### src/rtl/spi_wd_pkg.sv
// Shared definitions for the SPI stall watchdog.
// Assumes all users agree on the counter width given here.
package spi_wd_pkg;
    localparam int WD_CNT_W = 16;

    // Operation the control logic requests from the stall counter.
    typedef enum logic [1:0] {
        CNT_CLEAR   = 2'd0,
        CNT_RESTART = 2'd1,
        CNT_STEP    = 2'd2,
        CNT_HOLD    = 2'd3
    } cnt_op_e;
endpackage

### src/rtl/wd_arm_ctrl.sv
// Arm control: decides when the stall counter is armed and which operation
// it performs each cycle.
// Assumes sel_active is already synchronized and pulses are one clock wide.
module wd_arm_ctrl
    import spi_wd_pkg::*;
(
    input  logic    clk,
    input  logic    rst_n,
    input  logic    sel_active,
    input  logic    sclk_edge,
    input  logic    xfer_done,
    input  logic    limit_zero,
    input  logic    at_limit,
    output logic    armed,
    output cnt_op_e cnt_op
);
    logic kill;

    // Any condition that ends or disables a watch window.
    always_comb kill = !sel_active || limit_zero || xfer_done;

    // Arm on a serial edge, disarm on any kill condition.
    always_ff @(posedge clk) begin
        if (!rst_n)         armed <= 1'b0;
        else if (kill)      armed <= 1'b0;
        else if (sclk_edge) armed <= 1'b1;
    end

    // Select the counter operation; clearing outranks restarting.
    always_comb begin
        if (kill)                   cnt_op = CNT_CLEAR;
        else if (sclk_edge)         cnt_op = CNT_RESTART;
        else if (armed && !at_limit) cnt_op = CNT_STEP;
        else                        cnt_op = CNT_HOLD;
    end

    AST_ARM_NEEDS_EDGE: assert property (@(posedge clk) disable iff (!rst_n)
        $rose(armed) |-> $past(sclk_edge));
endmodule

### src/rtl/wd_stall_counter.sv
// Stall counter: counts system clocks as told by the arm control.
// Assumes CNT_STEP is only requested below the limit, so it never wraps.
module wd_stall_counter
    import spi_wd_pkg::*;
#(
    parameter int CNT_W = WD_CNT_W
) (
    input  logic             clk,
    input  logic             rst_n,
    input  cnt_op_e          cnt_op,
    output logic [CNT_W-1:0] count
);
    localparam logic [CNT_W-1:0] ONE = {{(CNT_W-1){1'b0}}, 1'b1};

    // Apply the requested counter operation.
    always_ff @(posedge clk) begin
        if (!rst_n) count <= '0;
        else begin
            unique case (cnt_op)
                CNT_CLEAR, CNT_RESTART: count <= '0;
                CNT_STEP:               count <= count + ONE;
                default:                count <= count;
            endcase
        end
    end

    AST_STEP_BY_ONE: assert property (@(posedge clk) disable iff (!rst_n)
        (count != $past(count)) |-> (count == '0 || count == $past(count) + ONE));
endmodule

### src/rtl/wd_flag.sv
// Sticky time-out flag: set by a hit, lowered only by the clear pulse.
// Assumes the hit already excludes the done cycle.
module wd_flag (
    input  logic clk,
    input  logic rst_n,
    input  logic hit,
    input  logic clr,
    output logic flag
);
    // Clear has priority over a simultaneous set.
    always_ff @(posedge clk) begin
        if (!rst_n)   flag <= 1'b0;
        else if (clr) flag <= 1'b0;
        else if (hit) flag <= 1'b1;
    end

    AST_CLR_WINS: assert property (@(posedge clk) disable iff (!rst_n)
        clr |=> !flag);
    AST_FLAG_STICKY: assert property (@(posedge clk) disable iff (!rst_n)
        (flag && !clr) |=> flag);
endmodule

### src/rtl/spi_stall_watchdog.sv
// SPI slave stall watchdog top level.
// Measures system clocks since the last serial clock edge while a slave
// transfer is selected, and raises a sticky flag when the count reaches the
// limit. Assumes synchronized select and one-cycle pulses from the data path.
module spi_stall_watchdog
    import spi_wd_pkg::*;
#(
    parameter int CNT_W = WD_CNT_W
) (
    input  logic             clk,
    input  logic             rst_n,
    input  logic             sel_active,
    input  logic             sclk_edge,
    input  logic             xfer_done,
    input  logic [CNT_W-1:0] limit,
    input  logic             flag_clr,
    output logic             timeout_flag,
    output logic [CNT_W-1:0] stall_count
);
    logic    limit_zero;
    logic    at_limit;
    logic    armed;
    logic    hit;
    cnt_op_e cnt_op;

    // Limit decode and comparison against the running count.
    always_comb begin
        limit_zero = (limit == '0);
        at_limit   = (stall_count >= limit);
    end

    // Time-out condition; a done pulse in the same cycle suppresses it.
    always_comb hit = armed && at_limit && !limit_zero && sel_active && !xfer_done;

    wd_arm_ctrl u_arm (
        .clk        (clk),
        .rst_n      (rst_n),
        .sel_active (sel_active),
        .sclk_edge  (sclk_edge),
        .xfer_done  (xfer_done),
        .limit_zero (limit_zero),
        .at_limit   (at_limit),
        .armed      (armed),
        .cnt_op     (cnt_op)
    );

    wd_stall_counter #(.CNT_W(CNT_W)) u_cnt (
        .clk    (clk),
        .rst_n  (rst_n),
        .cnt_op (cnt_op),
        .count  (stall_count)
    );

    wd_flag u_flag (
        .clk   (clk),
        .rst_n (rst_n),
        .hit   (hit),
        .clr   (flag_clr),
        .flag  (timeout_flag)
    );

    AST_IDLE_ZERO: assert property (@(posedge clk) disable iff (!rst_n)
        !sel_active |=> stall_count == '0);
    AST_DISABLED_ZERO: assert property (@(posedge clk) disable iff (!rst_n)
        limit_zero |=> stall_count == '0);
    AST_HOLD_AT_LIMIT: assert property (@(posedge clk) disable iff (!rst_n)
        (hit && !sclk_edge) |=> $stable(stall_count));
    AST_DONE_NO_SET: assert property (@(posedge clk) disable iff (!rst_n)
        (xfer_done && !timeout_flag) |=> !timeout_flag);
endmodule

### config.mk
export PLATFORM = sky130hd
export DESIGN_NAME = spi_stall_watchdog
export DESIGN_NICKNAME = d
export VERILOG_FILES = /design/src/rtl/spi_wd_pkg.sv /design/src/rtl/wd_arm_ctrl.sv /design/src/rtl/wd_stall_counter.sv /design/src/rtl/wd_flag.sv /design/src/rtl/spi_stall_watchdog.sv
export SDC_FILE = /design/constraint.sdc
export NUM_CORES = 1
export LEC_CHECK = 0
export BUFFER_PORTS_ARGS = -buffer_cell sky130_fd_sc_hd__buf_2
export CAP_MARGIN = 40
export CORE_MARGIN = 2
export CORE_UTILIZATION = 45
export CTS_BUF_LIST = sky130_fd_sc_hd__clkbuf_4 sky130_fd_sc_hd__clkbuf_8 sky130_fd_sc_hd__clkbuf_16
export DETAILED_ROUTE_END_ITERATION = 10
export PLACE_DENSITY = 0.77
export SLEW_MARGIN = 20
export SYNTH_ARGS = -nofsm -noshare
export SYNTH_HDL_FRONTEND = slang
export SYNTH_HIERARCHICAL = 1
export SYNTH_SLANG_ARGS = --single-unit
### constraint.sdc
create_clock -name clk -period 5.34 [get_ports clk]
set_input_delay 0.801 -clock clk [delete_from_list [all_inputs] [get_ports clk]]
set_output_delay 0.801 -clock clk [all_outputs]
set_load 0.02 [all_outputs]
**Yosys cells after proc, flatten, opt, wreduce, memory -nomap -nowiden**

Index checks and enable logic that the tools add are counted.

- Logic and storage cells: 29
- Bits in registers: 18
- Bits of input ports: 22

- Multiplexer cells: 4
- Order comparisons: 1
- Bitwise gates (word level): 1
- Reductions and logical operators: 17
- Equal/unequal tests: 2
- $add $sub $neg: 1

Operators by type and width:

| kind | count |
|---|---|
| 16-bit case mux with 2 select lines | 1 |
| 16-bit by 1-bit adder with 16-bit output, second input constant | 1 |
| 16-bit >= comparator | 1 |
| 16-bit zero test | 1 |
| 2-bit OR reduction | 3 |
| 1-bit logical AND | 5 |
| 1-bit zero test | 4 |
| 2-bit two-way mux | 2 |
| 2-bit by 1-bit == test with 1-bit output, second input constant | 1 |
| 2-bit == test, second input constant | 1 |
| 2-bit zero test | 1 |
| 1-bit logical OR | 2 |
| 2-bit nonzero test | 1 |
| 1-bit two-way mux | 1 |
| 1-bit inverter | 1 |

**Logic depth before layout (Yosys ltp)**

Gate-level depths: netlist (run 1).

- Word-level depth: 9
- Mapped depth: 13

**Cells and area by module**

The synthesis (run 1) kept the hierarchy.

By module, submodules not included:

| module | times used | cells an instance | area an instance (µm²) | sequential area each (µm²) |
|---|---|---|---|---|
| wd_stall_counter | 1 | 80 | 730.7 | 320.3 |
| spi_stall_watchdog | 1 | 64 | 462.9 | 0.0 |
| wd_arm_ctrl | 1 | 7 | 50.0 | 20.0 |
| wd_flag | 1 | 3 | 36.3 | 20.0 |

**Worst setup path before layout (run 1)**

Ideal clock, no wire load.

- Kind: input port to flip-flop
- Start point: input limit[2]
- End point: register u_cnt.count[15]
- Slack: 2148 ps
- Setup time: 70 ps
- Arrival time: 3122 ps
- Buffers on the path: 1
- Required time: 5270 ps
- Stages: 13
- Cell sequence: inv_1 > ha_1 > a211o_1 > a31oi_1 > or4_4 > nand4_1 > nor2_1 > a21oi_1 > clkbuf_1 > nand4b_1 > or4_4 > or3_1 > a21oi_1

- Word-level cells in the longest chain between the ends: 9
- Elaborated cells on any way between the ends: 15
- Those cells by class: order compare (1); eq/ne (2); mux (4); reduce/logical (8)

Ends and longest elaborated chain:

| what | line | RTL |
|---|---|---|
| from (decl) | spi_stall_watchdog.sv:15 | `input logic [CNT_W-1:0] limit,` |
| 16-bit >= comparator * | spi_stall_watchdog.sv:29 | `at_limit = (stall_count >= limit);` |
| via at_limit | spi_stall_watchdog.sv:21 | `logic at_limit;` |
| 1-bit zero test * | wd_arm_ctrl.sv:33 | `else if (armed && !at_limit) cnt_op = CNT_STEP;` |
| 1-bit logical AND * | wd_arm_ctrl.sv:33 |  |
| 1-bit two-way mux * | wd_arm_ctrl.sv:33 |  |
| 2-bit two-way mux * | wd_arm_ctrl.sv:32 | `else if (sclk_edge) cnt_op = CNT_RESTART;` |
| 2-bit two-way mux * | wd_arm_ctrl.sv:31 | `if (kill) cnt_op = CNT_CLEAR;` |
| via cnt_op[0] | spi_stall_watchdog.sv:24 | `cnt_op_e cnt_op;` |
| 2-bit by 1-bit == test with 1-bit output or 2-bit zero test (tied branches) | wd_stall_counter.sv:19 | `unique case (cnt_op)` |
| 2-bit OR reduction | wd_stall_counter.sv:19 |  |
| 16-bit case mux with 2 select lines or 2-bit nonzero test (tied branches) | - |  |
| to (signal assigned) | wd_stall_counter.sv:21 | `CNT_STEP: count <= count + ONE;` |
| to (signal assigned) | wd_stall_counter.sv:22 | `default: count <= count;` |
| to (decl) | wd_stall_counter.sv:11 | `output logic [CNT_W-1:0] count` |

The timed path passes the listed nets; every way through them passes the cells marked *.
A chain may end at the register's enable or synchronous reset.

**Worst setup path after layout (run 1)**

- Start point: input limit[13]
- End point: register u_cnt.count[8]

Same word-level chain as after synthesis.

==> results of run 1 <==
[critical path: stages]
cell	delay [ns]
buf_2	0.09
inv_1	0.04
ha_1	0.29
and4_1	0.27
o211ai_1	0.12
or4_4	0.50
nand4_1	0.13
nor2_1	0.05
a21oi_1	0.50
and3b_1	0.30
or3b_2	0.22
xor2_1	0.15
nor2_1	0.05
[routing by layer]
metal | up-vias | wire [µm]
li1 | 637 | -
met1 | 624 | 1390
met2 | 51 | 1660
met3 | 4 | 243
met4 | 0 | 28
met5 | - | 0
[per-stage QoR]
stage,setup slack (ns),instances
CTS,2.08,224
floorplan,2.15,154
global route,1.88,224
finish,2.01,224
detailed placement,1.78,221
global placement,1.92,221
[power by group]
group | total (mW) | switching (mW) | internal, mW
clock network | 0.0671 | 0.0409 | 0.0262
registers | 0.135 | 0.000635 | 0.135
logic | 0.0270 | 0.0147 | 0.0123
[cell type report]
type / count / area, µm²
Fill cell: 263 / 1210
Multi-Input combinational cell: 114 / 837
Sequential cell: 18 / 360
Timing Repair Buffer: 38 / 190
Inverter: 20 / 75.1
Tap cell: 31 / 38.8
Clock buffer: 3 / 22.5
[synthesized netlist by cell type (all sizes together)]
cell type | count | area share [%]
nor4 | 5 | 2.4
dfxtp | 18 | 28
nor3b | 1 | 0.98
mux2i | 1 | 0.78
a21oi | 10 | 3.9
nand4 | 4 | 3.1
nor2b | 1 | 0.49
and4 | 2 | 1.4
nor2 | 17 | 5.0
nand3 | 6 | 2.3
nor3 | 1 | 0.39
a41oi | 1 | 1.3
or3b | 2 | 1.4
and3b | 1 | 0.68
and4b | 1 | 0.78
and3 | 1 | 0.49
ha | 17 | 17
o21ai | 8 | 3.1
nor4b | 2 | 1.4
a211o | 1 | 0.68
or3 | 5 | 2.5
o211ai | 1 | 0.59
clkbuf | 2 | 0.59
nand4b | 2 | 1.4
a211oi | 1 | 0.59
nand2b | 1 | 0.49
a41o | 1 | 0.78
a31o | 1 | 0.68
inv | 19 | 5.6
nand2 | 6 | 1.8
or4 | 2 | 1.8
a31oi | 3 | 1.5
xor2 | 5 | 3.4
xnor2 | 4 | 2.7
clkinv | 1 | 0.29
[kinds of logic after synthesis]
logic type,Yosys count,synth area share (%)
simple gates,60,28.7
compound gates,27,13.1
buf+inv,22,6.45
flops,18,28.2
fa+ha+maj,17,16.6
xor+xnor,9,6.16
mux,1,0.782
[flip-flops by register name, indices dropped and copies added, names as in the netlist]
| signal | count |
|---|---|
| u_flag/flag | 1 |
| u_cnt/count | 16 |
| u_arm/armed | 1 |
[worst max-delay path by stage]
stage / from / end
3_3_place_gp: limit[13] / u_cnt/count[8]$_SDFFE_PN0P_
4_1_cts: limit[13] / u_cnt/count[8]$_SDFFE_PN0P_
6_report: limit[13] / u_cnt/count[8]$_SDFFE_PN0P_
2_1_floorplan: limit[2] / u_cnt/count[15]$_SDFFE_PN0P_
5_1_grt: limit[11] / u_cnt/count[14]$_SDFFE_PN0P_
3_5_place_dp: limit[13] / u_cnt/count[8]$_SDFFE_PN0P_
==> impl_metrics.tcl, run 1 <==
set metrics [dict create \
    r2r_cells 11 \
    syn_area_mm2 0.00128 \
    ff2ff_setup_slack_ns 2.25 \
    hold_class "flip-flop to flip-flop" \
    htree_levels 1 \
    vias_per_cell 5.88 \
    worst_clock_skew_ns 0.00412 \
    die_h_um 57.3 \
    slew_headroom_pct 59.7 \
    arrival_ns 3.50 \
    placed_area_mm2 0.00150 \
    core_area_mm2 0.00273 \
    vias 1316 \
    worst_slew_pin_slew_ns 0.604 \
    top_level_ports 39 \
    grt_pass1_wl_um 5330 \
    grt_pass1_vias 1275 \
    fin_crit_ns 3.33 \
    place_congestion 0.858 \
    final_common_cell "buf_2" \
    yosysSeqAreaShare_pct 28.2 \
    die_w_um 57.3 \
    timing.rr.end "u_cnt/count[15]$_SDFFE_PN0P_" \
    cts.sinks 18 \
    drc_errors 0 \
    whs_ns 0.549 \
    setup_viol 0 \
    syn_inst 154 \
    tns_ns 0 \
    cts_tree "yes" \
    clockBufferDepth 2 \
    p_leak_nw 0.741 \
    syn_nets 193 \
    critPathMaxFanout 8 \
    dr.pass1.iters 4 \
    final_core_utilization_pct 55.7 \
    drtIter0Drc 63 \
    track_usage_pct 20.5 \
    clk_latency_ns 0.29 \
    endpoint_kind "flip-flop" \
    avgSynthCellArea_um2 8.31 \
    final_cell_mix "buf_2 (38), inv_1 (19), dfxtp_1 (18)" \
    cts_setup_buffers 0 \
    die-area_mm2 0.00329 \
    hold-path-cell-count 2 \
    postLayoutCellArea_mm2 0.00152 \
    numCtsBuffers 3 \
    grt_start_max_net_pins 17 \
    antenna_found_initial 0 \
    worstPathRequired_ns 5.51 \
    start_util_pct 46.8 \
    top_usage_layer "met2" \
    rsz0062_at_grt "false" \
    hold-path-endpoint "u_cnt/count[15]$_SDFFE_PN0P_" \
    synthDistinctLibCells 38 \
    hpwl_um 2640 \
    yosysWarnings 6 \
    nets 234 \
    met1_usage_pct 25.6 \
    synth_seq_cells 18 \
    peakVddDrop_mv 0.126 \
    drv_cap 0 \
    n_antenna_cell 0 \
    r2r_start "u_cnt/count[6]$_SDFFE_PN0P_" \
    cts_root_buf "clkbuf_4" \
    clkTransAtPathRegs_ns 0.10 \
    antenna_left 0 \
    routed_wl_um 3320 \
    area_growth_pct 19.1 \
    hold_violations 0 \
    rows 19 \
    crit_type "input pin to flip-flop" \
    overflow 0 \
    crit_path_start_kind "input pin" \
    max_freq_mhz 301 \
    slew_violations 0 \
    use_met3_pct 3.85 \
    detail_route.wl_per_cell_um 14.8 \
    drive_gt1_share_pct 25.4 \
    cts_resized 0 \
    hold_buffers 0 \
    use_met2_pct 35.5 \
    worstHoldStart "u_cnt/count[15]$_SDFFE_PN0P_" \
    status "finished clean" \
    powerDensity_mw_per_mm2 150 \
    power_mw 0.229 \
    min_period_over_period_pct 62.3 \
    io_buffers 38 \
]
Note: power is estimated with default switching activity, not from simulation.
==> run 2: changes to the inputs <==
--- a/config.mk
+++ b/config.mk
@@ -5,13 +5,14 @@
 export SDC_FILE = /design/constraint.sdc
 export NUM_CORES = 1
 export LEC_CHECK = 0
+export ABC_AREA = 1
 export BUFFER_PORTS_ARGS = -buffer_cell sky130_fd_sc_hd__buf_2
 export CAP_MARGIN = 40
 export CORE_MARGIN = 2
 export CORE_UTILIZATION = 45
 export CTS_BUF_LIST = sky130_fd_sc_hd__clkbuf_4 sky130_fd_sc_hd__clkbuf_8 sky130_fd_sc_hd__clkbuf_16
 export DETAILED_ROUTE_END_ITERATION = 10
-export PLACE_DENSITY = 0.77
+export PLACE_DENSITY = 0.76
 export SLEW_MARGIN = 20
 export SYNTH_ARGS = -nofsm -noshare
 export SYNTH_HDL_FRONTEND = slang
==> constraint.sdc (replaced) <==
create_clock -name clk -period 3.3 [get_ports clk]
set_input_delay 0.495 -clock clk [delete_from_list [all_inputs] [get_ports clk]]
set_output_delay 0.495 -clock clk [all_outputs]
set_load 0.02 [all_outputs]
==> impl_metrics.tcl, run 2 <==
set metrics [dict create \
    status "finished clean" \
    timing.rr.end "u_cnt/count[13]$_SDFFE_PN0P_" \
    yosysSeqAreaShare_pct 24.8 \
    worst_clock_skew_ns 0.00140 \
    worst_slew_pin_slew_ns 0.410 \
    overflow 0 \
    die-area_mm2 0.00369 \
    synth.top_cell.area_share_pct 24.8 \
    cts_resized 0 \
    largest_reg_flops 16 \
    slew_headroom_pct 72.6 \
    ff2ff_setup_slack_ns 1.00 \
    grt_pass1_wl_um 5370 \
    worstPathRequired_ns 3.50 \
    cts_root_buf "clkbuf_4" \
    postLayoutCellArea_mm2 0.00172 \
    largestRegisters "u_cnt/count: 16 flops, u_arm/armed: 1 flops, u_flag/flag: 1 flops" \
    drtIter0Drc 46 \
    vias_per_cell 4.68 \
    io_buffers 38 \
    synthTopCellsByArea "dfxtp_1 (25%), ha_1 (15%), nand2_1 (12%)" \
    hold_violations 0 \
    hpwl_um 2610 \
    numCtsBuffers 3 \
    vias 1438 \
    rsz0062_at_grt "false" \
    clkTransAtPathRegs_ns 0.11 \
    syn_nets 261 \
    area_growth_pct 18.9 \
    clockBufferDepth 2 \
    track_usage_pct 19.4 \
    syn_area_mm2 0.00145 \
    hold_buffers 0 \
    rows 20 \
    synth.most_common_cell "nand2_1" \
    critPathMaxFanout 7 \
    top_register "u_cnt/count" \
    synth_seq_cells 18 \
    powerDensity_mw_per_mm2 234 \
    n_antenna_cell 0 \
    routed_wl_um 3190 \
    synth.top_cells.by_count "nand2_1 (48), inv_1 (43), nor2_1 (31)" \
    final_core_utilization_pct 56.5 \
    cts.sinks 18 \
    ys_async_sr_fraction_pct 0 \
    slew_violations 0 \
    yosysTopAreaCell "dfxtp_1" \
    place_congestion 0.870 \
    place_ws_ns 0.862 \
    antenna_found_initial 0 \
    fillers 329 \
    r2r_start "u_cnt/count[3]$_SDFFE_PN0P_" \
    die_h_um 60.8 \
    clk_latency_ns 0.29 \
    syn_inst 222 \
    synthDistinctLibCells 25 \
    nets 303 \
    fin_crit_ns 2.30 \
    drive_gt1_share_pct 23.2 \
    hold-path-cell-count 4 \
    die_w_um 60.8 \
    yosysWarnings 6 \
    core_area_mm2 0.00305 \
    min_period_over_period_pct 69.6 \
    drv_cap 0 \
    avgSynthCellArea_um2 6.53 \
    final_common_cell "nand2_1" \
    synthFlopType "dfxtp_1" \
    grt_start_max_net_pins 12 \
    htree_levels 1 \
    final_cell_mix "nand2_1 (48), inv_1 (43), buf_2 (38)" \
    cts_tree "yes" \
    endpoint_kind "flip-flop" \
    peakVddDrop_mv 0.152 \
    drc_errors 0 \
    grt_pass1_vias 1259 \
    dr.pass1.iters 4 \
    tns_ns 0 \
    p_leak_nw 0.925 \
    crit_type "flip-flop to flip-flop" \
    power_mw 0.403 \
    placed_area_mm2 0.00169 \
    top_level_ports 39 \
    crit_path_start_kind "flip-flop" \
    arrival_ns 2.49 \
    synth-edff-count 0 \
    cts_setup_buffers 0 \
    hold-path-endpoint "u_flag/flag$_SDFFE_PP0P_" \
    setup_viol 0 \
    detail_route.wl_per_cell_um 10.4 \
    hold_class "input pin to flip-flop" \
    setup_ws_ns 1.00 \
    r2r_cells 17 \
    max_freq_mhz 436 \
    worstHoldStart "flag_clr" \
    start_util_pct 47.5 \
    antenna_left 0 \
]
## run 2: cell count changes after synthesis, sizes merged, moves of 3 or more
| cell | previous run | this run |
|---|---|---|
| nor4 | 5 | 0 |
| nor2 | 17 | 37 |
| inv | 19 | 45 |
| nor3 | 1 | 6 |
| a21oi | 10 | 16 |
| xnor2 | 4 | 0 |
| xor2 | 5 | 0 |
| or3 | 5 | 0 |
| nand2 | 6 | 53 |
| nand4 | 4 | 7 |
## run 2: layout make-up
| type | count | area (µm²) | share of cell area [%] |
|---|---|---|---|
| clock buffers | 4 | 36.3 | 2.10 |
| repair buffers | 38 | 190 | 11.0 |
| multi-input cells | 158 | 913 | 53.0 |
| inverters | 45 | 169 | 9.80 |
| flip-flops and latches | 18 | 360 | 20.9 |
| well taps | 44 | 55.1 | 3.19 |
## run 2: logic make-up after synthesis
logic type	share of synthesized area [%]
AO/OA/AOI/OAI	11.0
adder cells (fa/ha/maj)	14.7
buffers and inverters	12.2
flip-flops	24.8
AND/OR/NAND/NOR	37.4
## run 2: worst max-delay path, stage by stage, from the launching register on
cell and delay, ns:
dfxtp_1 0.51, ha_1 0.31, nand2_1 0.09, nor2_1 0.05, nor2_1 0.07, nand2_1 0.05, nand2_1 0.05, nand2_1 0.05
nand2_1 0.08, nand2_1 0.05, nor2_1 0.11, nor2_1 0.11, inv_2 0.10, nand2_2 0.07, nor2_4 0.17, nand3_2 0.12
nor3_2 0.13, nor2_1 0.06
## run 2: worst max path at each step
stage,from,endpoint,slack (ns)
floorplan,u_cnt/count[3]$_SDFFE_PN0P_,u_cnt/count[11]$_SDFFE_PN0P_,1.14
global placement,limit[3],u_cnt/count[11]$_SDFFE_PN0P_,0.90
detailed placement,limit[3],u_cnt/count[11]$_SDFFE_PN0P_,0.86
CTS,u_cnt/count[3]$_SDFFE_PN0P_,u_cnt/count[13]$_SDFFE_PN0P_,1.01
global route,u_cnt/count[3]$_SDFFE_PN0P_,u_cnt/count[9]$_SDFFE_PN0P_,0.68
finish,u_cnt/count[3]$_SDFFE_PN0P_,u_cnt/count[13]$_SDFFE_PN0P_,1.00
## run 2: report_power, final
group | leakage (nW) | switching [mW] | internal, mW | total [mW]
Sequential | 0.145 | 0.000826 | 0.218 | 0.219
Combinational | 0.759 | 0.0268 | 0.0201 | 0.0469
Clock | 0.0210 | 0.0703 | 0.0672 | 0.138
## run 2: metal layers
metal  wire [µm]  up-vias  global-route usage, %
met1        1610      634                   26.0
li1            -      783                      -
met2        1460       19                   31.5
met4          27        0                   8.07
met3          85        2                   2.56
met5           0        -                      0
## run 2: stage by stage
| stage | hold WS [ns] | instances |
|---|---|---|
| 2_1_floorplan | 0.496 | 222 |
| 6_report | 0.411 | 307 |
| 3_3_place_gp | 0.468 | 303 |
| 4_1_cts | 0.401 | 307 |
| 5_1_grt | 0.420 | 307 |
| 3_5_place_dp | 0.486 | 303 |
